--- src/rtl/ptw_pkg.sv ---
// Shared definitions for the page table walker.
// Assumes 32-bit table entries with the valid flag in bit 0.
package ptw_pkg;
    localparam int PTE_W        = 32;
    localparam int PTE_SHIFT    = 2;   // log2 of the entry size in bytes
    localparam int PTE_VALID_IX = 0;

    typedef enum logic [1:0] {
        WALK_IDLE  = 2'd0,
        WALK_ISSUE = 2'd1,
        WALK_WAIT  = 2'd2,
        WALK_DONE  = 2'd3
    } walk_state_t;
endpackage

--- src/rtl/ptw_field_sel.sv ---
// Picks the index field of the virtual page number used at a given level.
// Assumes the page number width divides evenly by LEVELS; level 0 takes
// the most significant field.
module ptw_field_sel #(
    parameter int VA_W   = 32,
    parameter int OFS_W  = 12,
    parameter int LEVELS = 2,
    parameter int FIELD_W = (VA_W - OFS_W) / LEVELS,
    parameter int LVL_W  = (LEVELS > 1) ? $clog2(LEVELS) : 1
) (
    input  logic [VA_W-1:0]    vaddr,
    input  logic [LVL_W-1:0]   level,
    output logic [FIELD_W-1:0] field
);
    logic [FIELD_W-1:0] slices [LEVELS];

    // one slice per level, most significant first
    for (genvar g = 0; g < LEVELS; g++) begin : g_slice
        assign slices[g] = vaddr[VA_W-1-g*FIELD_W -: FIELD_W];
    end

    // select the slice for the current level
    always_comb begin
        field = '0;
        for (int i = 0; i < LEVELS; i++) begin
            if (level == LVL_W'(i)) field = slices[i];
        end
    end
endmodule

--- src/rtl/ptw_pte_addr.sv ---
// Forms the byte address of a table entry from a table base and an index.
// Assumes the index, scaled by the entry size, fits in PA_W bits.
module ptw_pte_addr
    import ptw_pkg::*;
#(
    parameter int PA_W    = 32,
    parameter int FIELD_W = 10
) (
    input  logic [PA_W-1:0]    base,
    input  logic [FIELD_W-1:0] index,
    output logic [PA_W-1:0]    addr
);
    // base plus index times entry size
    assign addr = base + (PA_W'(index) << PTE_SHIFT);
endmodule

--- src/rtl/ptw_pte_decode.sv ---
// Splits a table entry into its valid flag and its page-aligned frame base.
// Assumes PA_W <= 32; entry bits below the page offset other than the
// valid flag carry nothing the walker uses.
module ptw_pte_decode
    import ptw_pkg::*;
#(
    parameter int PA_W  = 32,
    parameter int OFS_W = 12
) (
    input  logic [PTE_W-1:0]      pte,
    output logic                  valid,
    output logic [PA_W-OFS_W-1:0] frame,
    output logic [PA_W-1:0]       frame_base
);
    // extract flag and frame number
    always_comb begin
        valid      = pte[PTE_VALID_IX];
        frame      = pte[PA_W-1:OFS_W];
        frame_base = {pte[PA_W-1:OFS_W], {OFS_W{1'b0}}};
    end
endmodule

--- src/rtl/ptw_walker.sv ---
// Multi-level page table walker. Accepts one translation at a time, reads
// one entry per level through a valid/ready request port with a separate
// response strobe, and returns a physical address or a fault with the
// level reached. Assumes the memory returns exactly one response per
// accepted read, and that no response arrives while none is outstanding.
module ptw_walker
    import ptw_pkg::*;
#(
    parameter int VA_W   = 32,
    parameter int PA_W   = 32,
    parameter int OFS_W  = 12,
    parameter int LEVELS = 2,
    localparam int VPN_W   = VA_W - OFS_W,
    localparam int FIELD_W = VPN_W / LEVELS,
    localparam int LVL_W   = (LEVELS > 1) ? $clog2(LEVELS) : 1
) (
    input  logic              clk,
    input  logic              rst_n,
    input  logic              req_valid,
    output logic              req_ready,
    input  logic [VA_W-1:0]   req_vaddr,
    input  logic [PA_W-1:0]   ptbr,
    output logic              busy,
    output logic              mem_req_valid,
    input  logic              mem_req_ready,
    output logic [PA_W-1:0]   mem_req_addr,
    input  logic              mem_rsp_valid,
    input  logic [PTE_W-1:0]  mem_rsp_data,
    output logic              rsp_valid,
    output logic              rsp_fault,
    output logic [PA_W-1:0]   rsp_paddr,
    output logic [VA_W-1:0]   rsp_fault_vaddr,
    output logic [LVL_W-1:0]  rsp_fault_level
);
    localparam logic [LVL_W-1:0] LAST_LVL = LVL_W'(LEVELS - 1);

    walk_state_t           state;
    logic [VA_W-1:0]       cur_vaddr;
    logic [PA_W-1:0]       cur_base;
    logic [LVL_W-1:0]      cur_level;
    logic                  res_fault;
    logic [PA_W-1:0]       res_paddr;
    logic [LVL_W-1:0]      res_level;

    logic [FIELD_W-1:0]    cur_field;
    logic [PA_W-1:0]       entry_addr;
    logic                  entry_valid;
    logic [PA_W-OFS_W-1:0] entry_frame;
    logic [PA_W-1:0]       entry_base;
    logic                  accept;

    ptw_field_sel #(
        .VA_W(VA_W), .OFS_W(OFS_W), .LEVELS(LEVELS),
        .FIELD_W(FIELD_W), .LVL_W(LVL_W)
    ) u_field (
        .vaddr(cur_vaddr), .level(cur_level), .field(cur_field)
    );

    ptw_pte_addr #(.PA_W(PA_W), .FIELD_W(FIELD_W)) u_addr (
        .base(cur_base), .index(cur_field), .addr(entry_addr)
    );

    ptw_pte_decode #(.PA_W(PA_W), .OFS_W(OFS_W)) u_dec (
        .pte(mem_rsp_data), .valid(entry_valid),
        .frame(entry_frame), .frame_base(entry_base)
    );

    // handshake and status outputs derived from the walk state
    always_comb begin
        accept          = req_valid && (state == WALK_IDLE);
        req_ready       = (state == WALK_IDLE);
        busy            = (state != WALK_IDLE);
        mem_req_valid   = (state == WALK_ISSUE);
        mem_req_addr    = entry_addr;
        rsp_valid       = (state == WALK_DONE);
        rsp_fault       = res_fault;
        rsp_paddr       = res_paddr;
        rsp_fault_vaddr = cur_vaddr;
        rsp_fault_level = res_level;
    end

    // walk sequencing: accept, issue, wait per level, then report
    always_ff @(posedge clk) begin
        if (!rst_n) begin
            state     <= WALK_IDLE;
            cur_vaddr <= '0;
            cur_base  <= '0;
            cur_level <= '0;
            res_fault <= 1'b0;
            res_paddr <= '0;
            res_level <= '0;
        end else begin
            case (state)
                WALK_IDLE: begin
                    if (accept) begin
                        cur_vaddr <= req_vaddr;
                        cur_base  <= ptbr;
                        cur_level <= '0;
                        state     <= WALK_ISSUE;
                    end
                end
                WALK_ISSUE: begin
                    if (mem_req_ready) state <= WALK_WAIT;
                end
                WALK_WAIT: begin
                    if (mem_rsp_valid) begin
                        if (!entry_valid) begin
                            res_fault <= 1'b1;
                            res_paddr <= '0;
                            res_level <= cur_level;
                            state     <= WALK_DONE;
                        end else if (cur_level == LAST_LVL) begin
                            res_fault <= 1'b0;
                            res_paddr <= {entry_frame, cur_vaddr[OFS_W-1:0]};
                            res_level <= cur_level;
                            state     <= WALK_DONE;
                        end else begin
                            cur_base  <= entry_base;
                            cur_level <= cur_level + 1'b1;
                            state     <= WALK_ISSUE;
                        end
                    end
                end
                default: state <= WALK_IDLE;
            endcase
        end
    end
endmodule

--- config.mk ---
export PLATFORM = sky130hd
export DESIGN_NAME = ptw_walker
export DESIGN_NICKNAME = d
export VERILOG_FILES = /design/src/rtl/ptw_pkg.sv /design/src/rtl/ptw_field_sel.sv /design/src/rtl/ptw_pte_addr.sv /design/src/rtl/ptw_pte_decode.sv /design/src/rtl/ptw_walker.sv
export SDC_FILE = /design/constraint.sdc
export NUM_CORES = 1
export LEC_CHECK = 0
export CAP_MARGIN = 20
export CORE_MARGIN = 2
export CORE_UTILIZATION = 42
export DETAILED_ROUTE_END_ITERATION = 12
export DONT_BUFFER_PORTS = 1
export SYNTH_ARGS = -nofsm -noshare
export SYNTH_HDL_FRONTEND = slang
export SYNTH_HIERARCHICAL = 1
export SYNTH_SLANG_ARGS = --single-unit
--- constraint.sdc ---
create_clock -name clk -period 4.9 [get_ports clk]
set_clock_uncertainty 0.2 [all_clocks]
set_input_delay 0.98 -clock clk [delete_from_list [all_inputs] [get_ports clk]]
set_output_delay 0.98 -clock clk [all_outputs]
set_load 0.05 [all_outputs]
Word-level counts from Yosys, hierarchy flattened
Cells that the tools add are included.
{ "totals": {"reg_bits": 101, "in_bits": 101, "output_inout_bits": 102, "wordCells": 50} }
{ "classes": {"add_sub_neg": 2, "eq_ne": 9, "muxes": 23, "n_reduce_logical": 9} }
{ "op_table": {"columns": ["operator", "n"], "rows": [
  ["$mux 32", 6],
  ["$pmux 32 s2", 1],
  ["$add 32x12->32", 1],
  ["$mux 10", 1],
  ["$mux 2", 5],
  ["$mux 1", 8],
  ["$ne 2x1->1 const B", 3],
  ["$ne 2x2->1 const B", 3],
  ["$pmux 2 s3", 1],
  ["$reduce_and 3->1", 2],
  ["$reduce_and 5->1", 1],
  ["$eq 2x2->1 const B", 2],
  ["$reduce_and 4->1", 1],
  ["$reduce_bool 2->1", 2],
  ["$eq 2x1->1 const B", 1],
  ["$logic_not 2->1", 1],
  ["$pmux 1 s2", 1],
  ["$reduce_and 2->1", 1],
  ["$add 1x1->1 const B", 1],
  ["$logic_and 1x1->1", 1]
]} }

Longest topological paths before layout
Gate-level depths: netlist of run 1.
{ "depth": {"depth_word": 5, "mapped_depth": 12, "depth_no_buf": 10} }

Modules after synthesis
The synthesis of run 1 kept the hierarchy.
{ "by_module_without_submodules": {"columns": ["module", "n_inst", "cells_per_inst", "area_per_inst_um2", "seq_area_each_um2"], "rows": [
  ["ptw_walker", 1, 475, 4451.8, 2021.9],
  ["ptw_pte_addr", 1, 121, 879.6, 0.0],
  ["ptw_pte_decode", 1, 54, 401.6, 0.0],
  ["ptw_field_sel", 1, 11, 161.4, 0.0]
]} }

Least setup slack after synthesis of run 1
Ideal clock, no wire load.
{ "synth_path": {"kind": "register to output", "from": "reg cur_vaddr[22], in the netlist rsp_fault_vaddr[22]", "to": "out mem_req_addr[22]", "arrival_time_ps": 3124, "required_ps": 3720, "setup_slack_ps": 596, "stages_incl_launch_ff": 12, "path_buffers": 1, "cell_sequence": "dfxtp_1 -> mux2_4 -> ha_1 -> inv_1 -> fa_1 -> and2b_1 -> o2111ai_1 -> a21oi_1 -> o41a_1 -> buf_6 -> nand4_1 -> xnor2_1"} }
{ "synth_between": {"elab_chain_cells": 2} }
{ "synth_lines": {"columns": ["element", "line", "source"], "rows": [
  ["start, declared", "ptw_walker.sv:38", "logic [VA_W-1:0] cur_vaddr;"],
  ["start signal, assigned", "ptw_walker.sv:96", "cur_vaddr <= req_vaddr;"],
  ["$mux 10", "ptw_field_sel.sv:26", "if (level == LVL_W'(i)) field = slices[i];"],
  ["net cur_field[0]", "ptw_walker.sv:45", "logic [FIELD_W-1:0] cur_field;"],
  ["$add 32x12->32", "ptw_pte_addr.sv:14", "assign addr = base + (PA_W'(index) << PTE_SHIFT);"],
  ["end, declared", "ptw_walker.sv:26", "output logic [PA_W-1:0] mem_req_addr,"]
]} }
The timed path passes the listed nets, and every way through them passes these cells.

Worst setup path after layout of run 1
{ "layout_path": {"from": "reg cur_level", "to": "out mem_req_addr[26]"} }
{ "layout_between": {"elab_chain_cells": 2} }
{ "layout_lines": {"columns": ["element", "line", "source"], "rows": [
  ["start, declared", "ptw_walker.sv:40", "logic [LVL_W-1:0] cur_level;"],
  ["start signal, assigned", "ptw_walker.sv:119", "cur_level <= cur_level + 1'b1;"],
  ["$mux 10", "ptw_field_sel.sv:26", null],
  ["net cur_field[0]", "ptw_walker.sv:45", null],
  ["$add 32x12->32", "ptw_pte_addr.sv:14", null]
]} }
The timed path passes the listed nets, and every way through them passes these cells.

==> results of run 1 <==
-- layout by cell type, fill, tap and decap left out, types with 12 or more instances in the layout --
cell type and n:
dfxtp_1 98, o221a_1 30, buf_4 41, nand4_1 39, a21boi_1 57, a211o_1 32, o21ai_0 35, conb_1 12
nand2_1 75, nor2b_1 34, xnor2_1 16
-- flip-flops by register name, summed over array words and instances, names as in the netlist --
signal,flops
cur_base,32
cur_level,1
rsp_fault,1
rsp_fault_level,1
rsp_fault_vaddr,32
rsp_paddr,32
state,2
-- layout make-up --
| type | count | area [um^2] | area share (%) |
|---|---|---|---|
| Multi-Input combinational cell | 448 | 3160 | 51.5 |
| Sequential cell | 101 | 2030 | 33.0 |
| Timing Repair Buffer | 44 | 378 | 6.15 |
| Clock buffer | 13 | 260 | 4.24 |
| Tap cell | 180 | 225 | 3.67 |
| Clock inverter | 3 | 67.6 | 1.10 |
| Inverter | 6 | 22.5 | 0.367 |
-- layer usage --
layer  global-route usage (%)  up-vias
met5                        0        -
met4                     7.18        0
met3                     7.20       17
met1                     26.5     2158
li1                         -     2194
met2                     30.8      148
-- worst paths after layout --
path / to / slack [ps]
worst max-delay path: mem_req_addr[26] / 360
worst min-delay path: cur_base[9] / 350
worst max register to register: cur_base[28] / 2710
worst min register to register: cur_base[9] / 350
-- metrics by stage --
step	power (mW)	cell area, um^2
6_report	2.26	6140
5_1_grt	2.36	6140
4_1_cts	2.28	6100
3_5_place_dp	1.49	5770
3_3_place_gp	1.48	5740
2_1_floorplan	1.42	5940
-- power breakdown --
part / switching, mW / internal [mW] / total [mW]
clock: 0.309 / 0.476 / 0.786
sequential: 0.110 / 0.870 / 0.980
combinational: 0.316 / 0.181 / 0.496
-- kinds of logic (layout without fill, tap and decap cells) --
kind of cell,Yosys count,after routing
flip-flops,101,101
other,1,12
buffers and inverters,123,66
adder cells (fa/ha/maj),11,11
XOR/XNOR,27,27
AO/OA/AOI/OAI,193,193
multiplexers,10,10
AND/OR/NAND/NOR,195,195
-- worst max-delay path, stage by stage, from the launching register on --
cell       delay (ps)
dfxtp_2           530
mux2_4            240
ha_1              160
inv_1              60
fa_1              390
and2b_1           230
o2111ai_1         140
a21oi_1           200
o41a_1            460
nand4b_1          180
xnor2_1           190
buf_4             220
==> results.yml, run 1 <==
outcome:
  run_status: "finished clean"
final_layout:
  area_delta_synth_final_pct: 4.18
  drive_gt1_share_pct: 13.5
  n_antenna_cell: 0
  finish.utilization_pct: 44.6
  instances_no_fill: 795
  nets: 722
  num-fill-cells: 1359
sta:
  period_needed_ps: 4540
  fmax_mhz: 220
  final.period_utilization_pct: 92.7
  worst_pin_slew_ps: 1130
  rsz0062_at_grt: "no"
  tns_ps: 0
  hold_viol_final: 0
  setup_viol: 0
  layout_setup_ws_ps: 360
  slew-limit-headroom_pct: 24.6
  slew_violations: 0
  hold_slack_ps: 346
routing:
  drt-met1-wl_um: 6980
  ant_nets: 0
  vias: 4517
  wl_um: 15400
  wl_met3_um: 1340
  top_layer_used: "met4"
  wl_met2_um: 6800
  drc: 0
  drt_iter0_markers: 228
  drt_first_pass_iters: 4
  via_per_inst: 5.68
  wire_per_inst_um: 19.3
floorplanning:
  die-area_mm2: 0.0150
  die_w_um: 122
  rows: 43
  die_height_um: 122
  fp.coreArea_mm2: 0.0138
  start_util_pct: 42.8
  io_pins: 203
placed_design:
  dp_hpwl_um: 10900
  pre_cts_ws_ps: 743
  place_congestion: 0.850
  place_inst: 777
  port_buffers: 0
worst_hold_path:
  hold_class: "reg2reg"
  whs_path_depth: 1
  min_from: "cur_base[9]"
clock_tree:
  post_cts_buffers: 0
  clockBufferDepth: 2
  cts_tree: "yes"
  cts_hold_buf: 0
  clk_latency_ps: 340
  cts.sinks: 101
  htreeDepth: 3
  post_cts_resized: 0
  cts_buffers: 9
  clk_pin_slew_worst_paths_ps: 70
  cts-root-buf: "clkbuf_16"
synthesis:
  yosys-top-cells-count: "dfxtp_1 (101), nand2_1 (75), buf_4 (60)"
  synth-warning-count: 6
  synth_edf_count: 0
  synth_area_leader_cell: "dfxtp_1"
  synth_area_mm2: 0.00589
  synth_compound_gate_area_share_pct: 25.8
  yosys.area_share.simple_pct: 17.9
  synth_area_leaders: "dfxtp_1 (34%), buf_4 (7.6%), a21boi_1 (7.3%)"
  synthCells: 661
  synth.top_cell.area_share_pct: 34.3
  seq_area_frac_synth_pct: 34.3
  syn_area_per_cell_um2: 8.92
  synth_top_family_by_area: "compound AO/OA/AOI/OAI gates"
  synthXorXnorAreaFrac_pct: 4.01
  synthAdderAreaFrac_pct: 2.46
  ys_async_sr_fraction_pct: 0
  synth.most_common_cell: "dfxtp_1"
  synth.ff_latch_count: 101
  synthDistinctLibCells: 54
  synth_flop_cell: "dfxtp_1"
  synthMuxAreaShare_pct: 2.55
pwr:
  power.static_leakage_nw: 2.44
  ir_drop_mv: 0.155
  p_per_area_mw_per_mm2: 368
worst_setup_path:
  path_class: "reg2out"
  crit_start: "cur_level"
  reg2regPathDepth: 4
  critPathMaxFanout: 10
  endpoint_kind: "primary output"
  required_ps: 3720
  r2r_start: "state[1]"
  crit_arrival_ps: 3360
  critPathLaunchType: "flop"
grt:
  grt_start_max_net_pins: 102
  antenna_found_initial: 0
  grt_usage_pct: 20.2
  grt_pass1_wl_um: 23500
  grt_overflow: 0
  grt_pass1_vias: 4354
flow_run:
  maxCapViolCount: 0
(Power assumes the default switching activity.)
==> run 2, diff against run 1 <==
--- a/config.mk
+++ b/config.mk
@@ -5,6 +5,7 @@
 export SDC_FILE = /design/constraint.sdc
 export NUM_CORES = 1
 export LEC_CHECK = 0
+export ABC_AREA = 1
 export CAP_MARGIN = 20
 export CORE_MARGIN = 2
 export CORE_UTILIZATION = 42
==> run 2 against run 1 <==
Against the previous run:
- via count rose by 20%
- combinational power rose by 99%
- maximum frequency rose by 7.5%
- routed wire length rose by 1.9%
- highest routed layer unchanged
==> results.yml, run 2 <==
placed_design:
  place_inst: 1137
  port_buffers: 0
  place_congestion: 0.817
  dp_hpwl_um: 11500
  dpl_cell_area_mm2: 0.00595
final_layout:
  area_delta_synth_final_pct: 1.52
  n_antenna_cell: 0
  layout_commonest_cell: "nand2_1"
  nets: 1076
  layout_common_cells: "nand2_1 (383), nor2_1 (187), dfxtp_1 (101)"
  instances_no_fill: 1153
  design_area_mm2: 0.00627
  drive_gt1_share_pct: 5.37
routing:
  wl_um: 15700
  via_per_inst: 4.72
  drt_first_pass_iters: 5
  vias: 5438
  drc: 0
  ant_nets: 0
  drt_iter0_markers: 366
  wire_per_inst_um: 13.6
grt:
  grt_overflow: 0
  grt_start_max_net_pins: 70
  antenna_found_initial: 0
  grt_usage_pct: 19.8
  grt_pass1_vias: 5018
  grt_pass1_wl_um: 25500
clock_tree:
  post_cts_buffers: 0
  clk_latency_ps: 340
  cts_tree: "yes"
  cts.sinks: 101
  cts_buffers: 9
  htreeDepth: 3
  cts_hold_buf: 0
  clk_pin_slew_worst_paths_ps: 70
  cts-root-buf: "clkbuf_16"
  post_cts_resized: 0
  clockBufferDepth: 2
floorplanning:
  rows: 44
  die-area_mm2: 0.0157
  fp.coreArea_mm2: 0.0145
  die_height_um: 125
  start_util_pct: 42.7
  io_pins: 203
  die_w_um: 125
synthesis:
  ys_async_sr_fraction_pct: 0
  synth_area_leaders: "dfxtp_1 (33%), nand2_1 (23%), nor2_1 (11%)"
  synth_area_mm2: 0.00618
  synth.ff_latch_count: 101
  synth.top_cell.area_share_pct: 32.7
  synth-warning-count: 6
  syn_area_per_cell_um2: 6.05
  seq_area_frac_synth_pct: 32.7
  synth_area_leader_cell: "dfxtp_1"
  synthCells: 1021
  synthDistinctLibCells: 33
  synth_edf_count: 0
  yosys-top-cells-count: "nand2_1 (383), nor2_1 (188), dfxtp_1 (101)"
  synth.most_common_cell: "nand2_1"
  synth_flop_cell: "dfxtp_1"
worst_setup_path:
  path_class: "reg2out"
  required_ps: 3720
  crit_start: "rsp_fault_vaddr[12]"
  endpoint_kind: "primary output"
  crit_arrival_ps: 3040
  rrSetupSlack_ps: 2020
  critPathLaunchType: "flop"
  critPathMaxFanout: 4
  r2r-end: "rsp_paddr[27]"
  cp-endpoint: "mem_req_addr[26]"
  r2r_start: "state[1]"
  reg2regPathDepth: 8
outcome:
  run_status: "finished clean"
pwr:
  p_total_mw: 3.00
  p_per_area_mw_per_mm2: 478
  ir_drop_mv: 0.208
  power.static_leakage_nw: 3.16
sta:
  rsz0062_at_grt: "no"
  final.period_utilization_pct: 86.2
  worst_pin_slew_ps: 1070
  fmax_mhz: 237
  tns_ps: 0
  slew_violations: 0
  slew-limit-headroom_pct: 28.3
  period_needed_ps: 4220
  hold_viol_final: 0
  hold_slack_ps: 318
  setup_viol: 0
worst_hold_path:
  whs_path_depth: 4
  hold_class: "reg2reg"
flow_run:
  maxCapViolCount: 0
-- run 2: power by group --
group	total [mW]	internal (mW)	switching, mW	leakage, nW
sequential	1.24	0.934	0.307	0.831
combinational	0.985	0.264	0.720	2.18
clock	0.771	0.452	0.320	0.150
-- run 2: worst min-delay path by stage --
stage	start	slack (ps)	endpoint
detailed placement	cur_base[8]	310	cur_base[8]
global route	cur_base[2]	360	cur_base[2]
floorplan	cur_base[0]	290	cur_base[0]
global placement	cur_base[11]	310	cur_base[11]
finish	cur_base[7]	320	cur_base[7]
CTS	cur_base[8]	320	cur_base[8]
-- run 2: final cells by class --
| type | count | area, um^2 |
|---|---|---|
| well taps | 184 | 230 |
| clock buffers | 10 | 229 |
| flip-flops and latches | 101 | 2020 |
| multi-input cells | 745 | 3240 |
| repair buffers | 16 | 120 |
| inverters | 91 | 342 |
| clock inverters | 6 | 92.6 |
| fillers | 1601 | 8210 |
-- run 2: cells by family after synthesis --
family / Yosys count / share of synthesized area, %
simple gates: 635 / 41.3
fa+ha+maj: 11 / 2.35
other cells: 1 / 0.0607
xor+xnor: 12 / 1.70
compound gates: 75 / 6.20
flops: 101 / 32.7
buf+inv: 186 / 15.7
-- run 2: metrics by stage --
step	setup WS (ps)	utilization [%]
floorplan	1070	-
global placement	1060	41.1
detailed placement	1050	41.1
CTS	652	43.3
global route	434	43.3
finish	679	43.3
-- run 2: critical path, cell delays in order (launching register included) --
cell and delay (ps):
dfxtp_1 660, nand2_1 100, nand2_1 100, ha_1 240, inv_1 80, fa_1 400, inv_1 100, nand3_1 70
nand3_1 170, nand2_1 70, nand3_1 140, nand2_1 90, nand2_1 70, nand2_1 50, nand2_1 360
-- run 2: metal layers --
layer  vias up  part of all wire (%)  global-route usage (%)
li1       2930                     -                       -
met3        18                   8.0                    6.20
met1      2332                    47                    27.0
met2       158                    43                    29.9
met5         -                     0                       0
met4         0                   1.8                    6.34
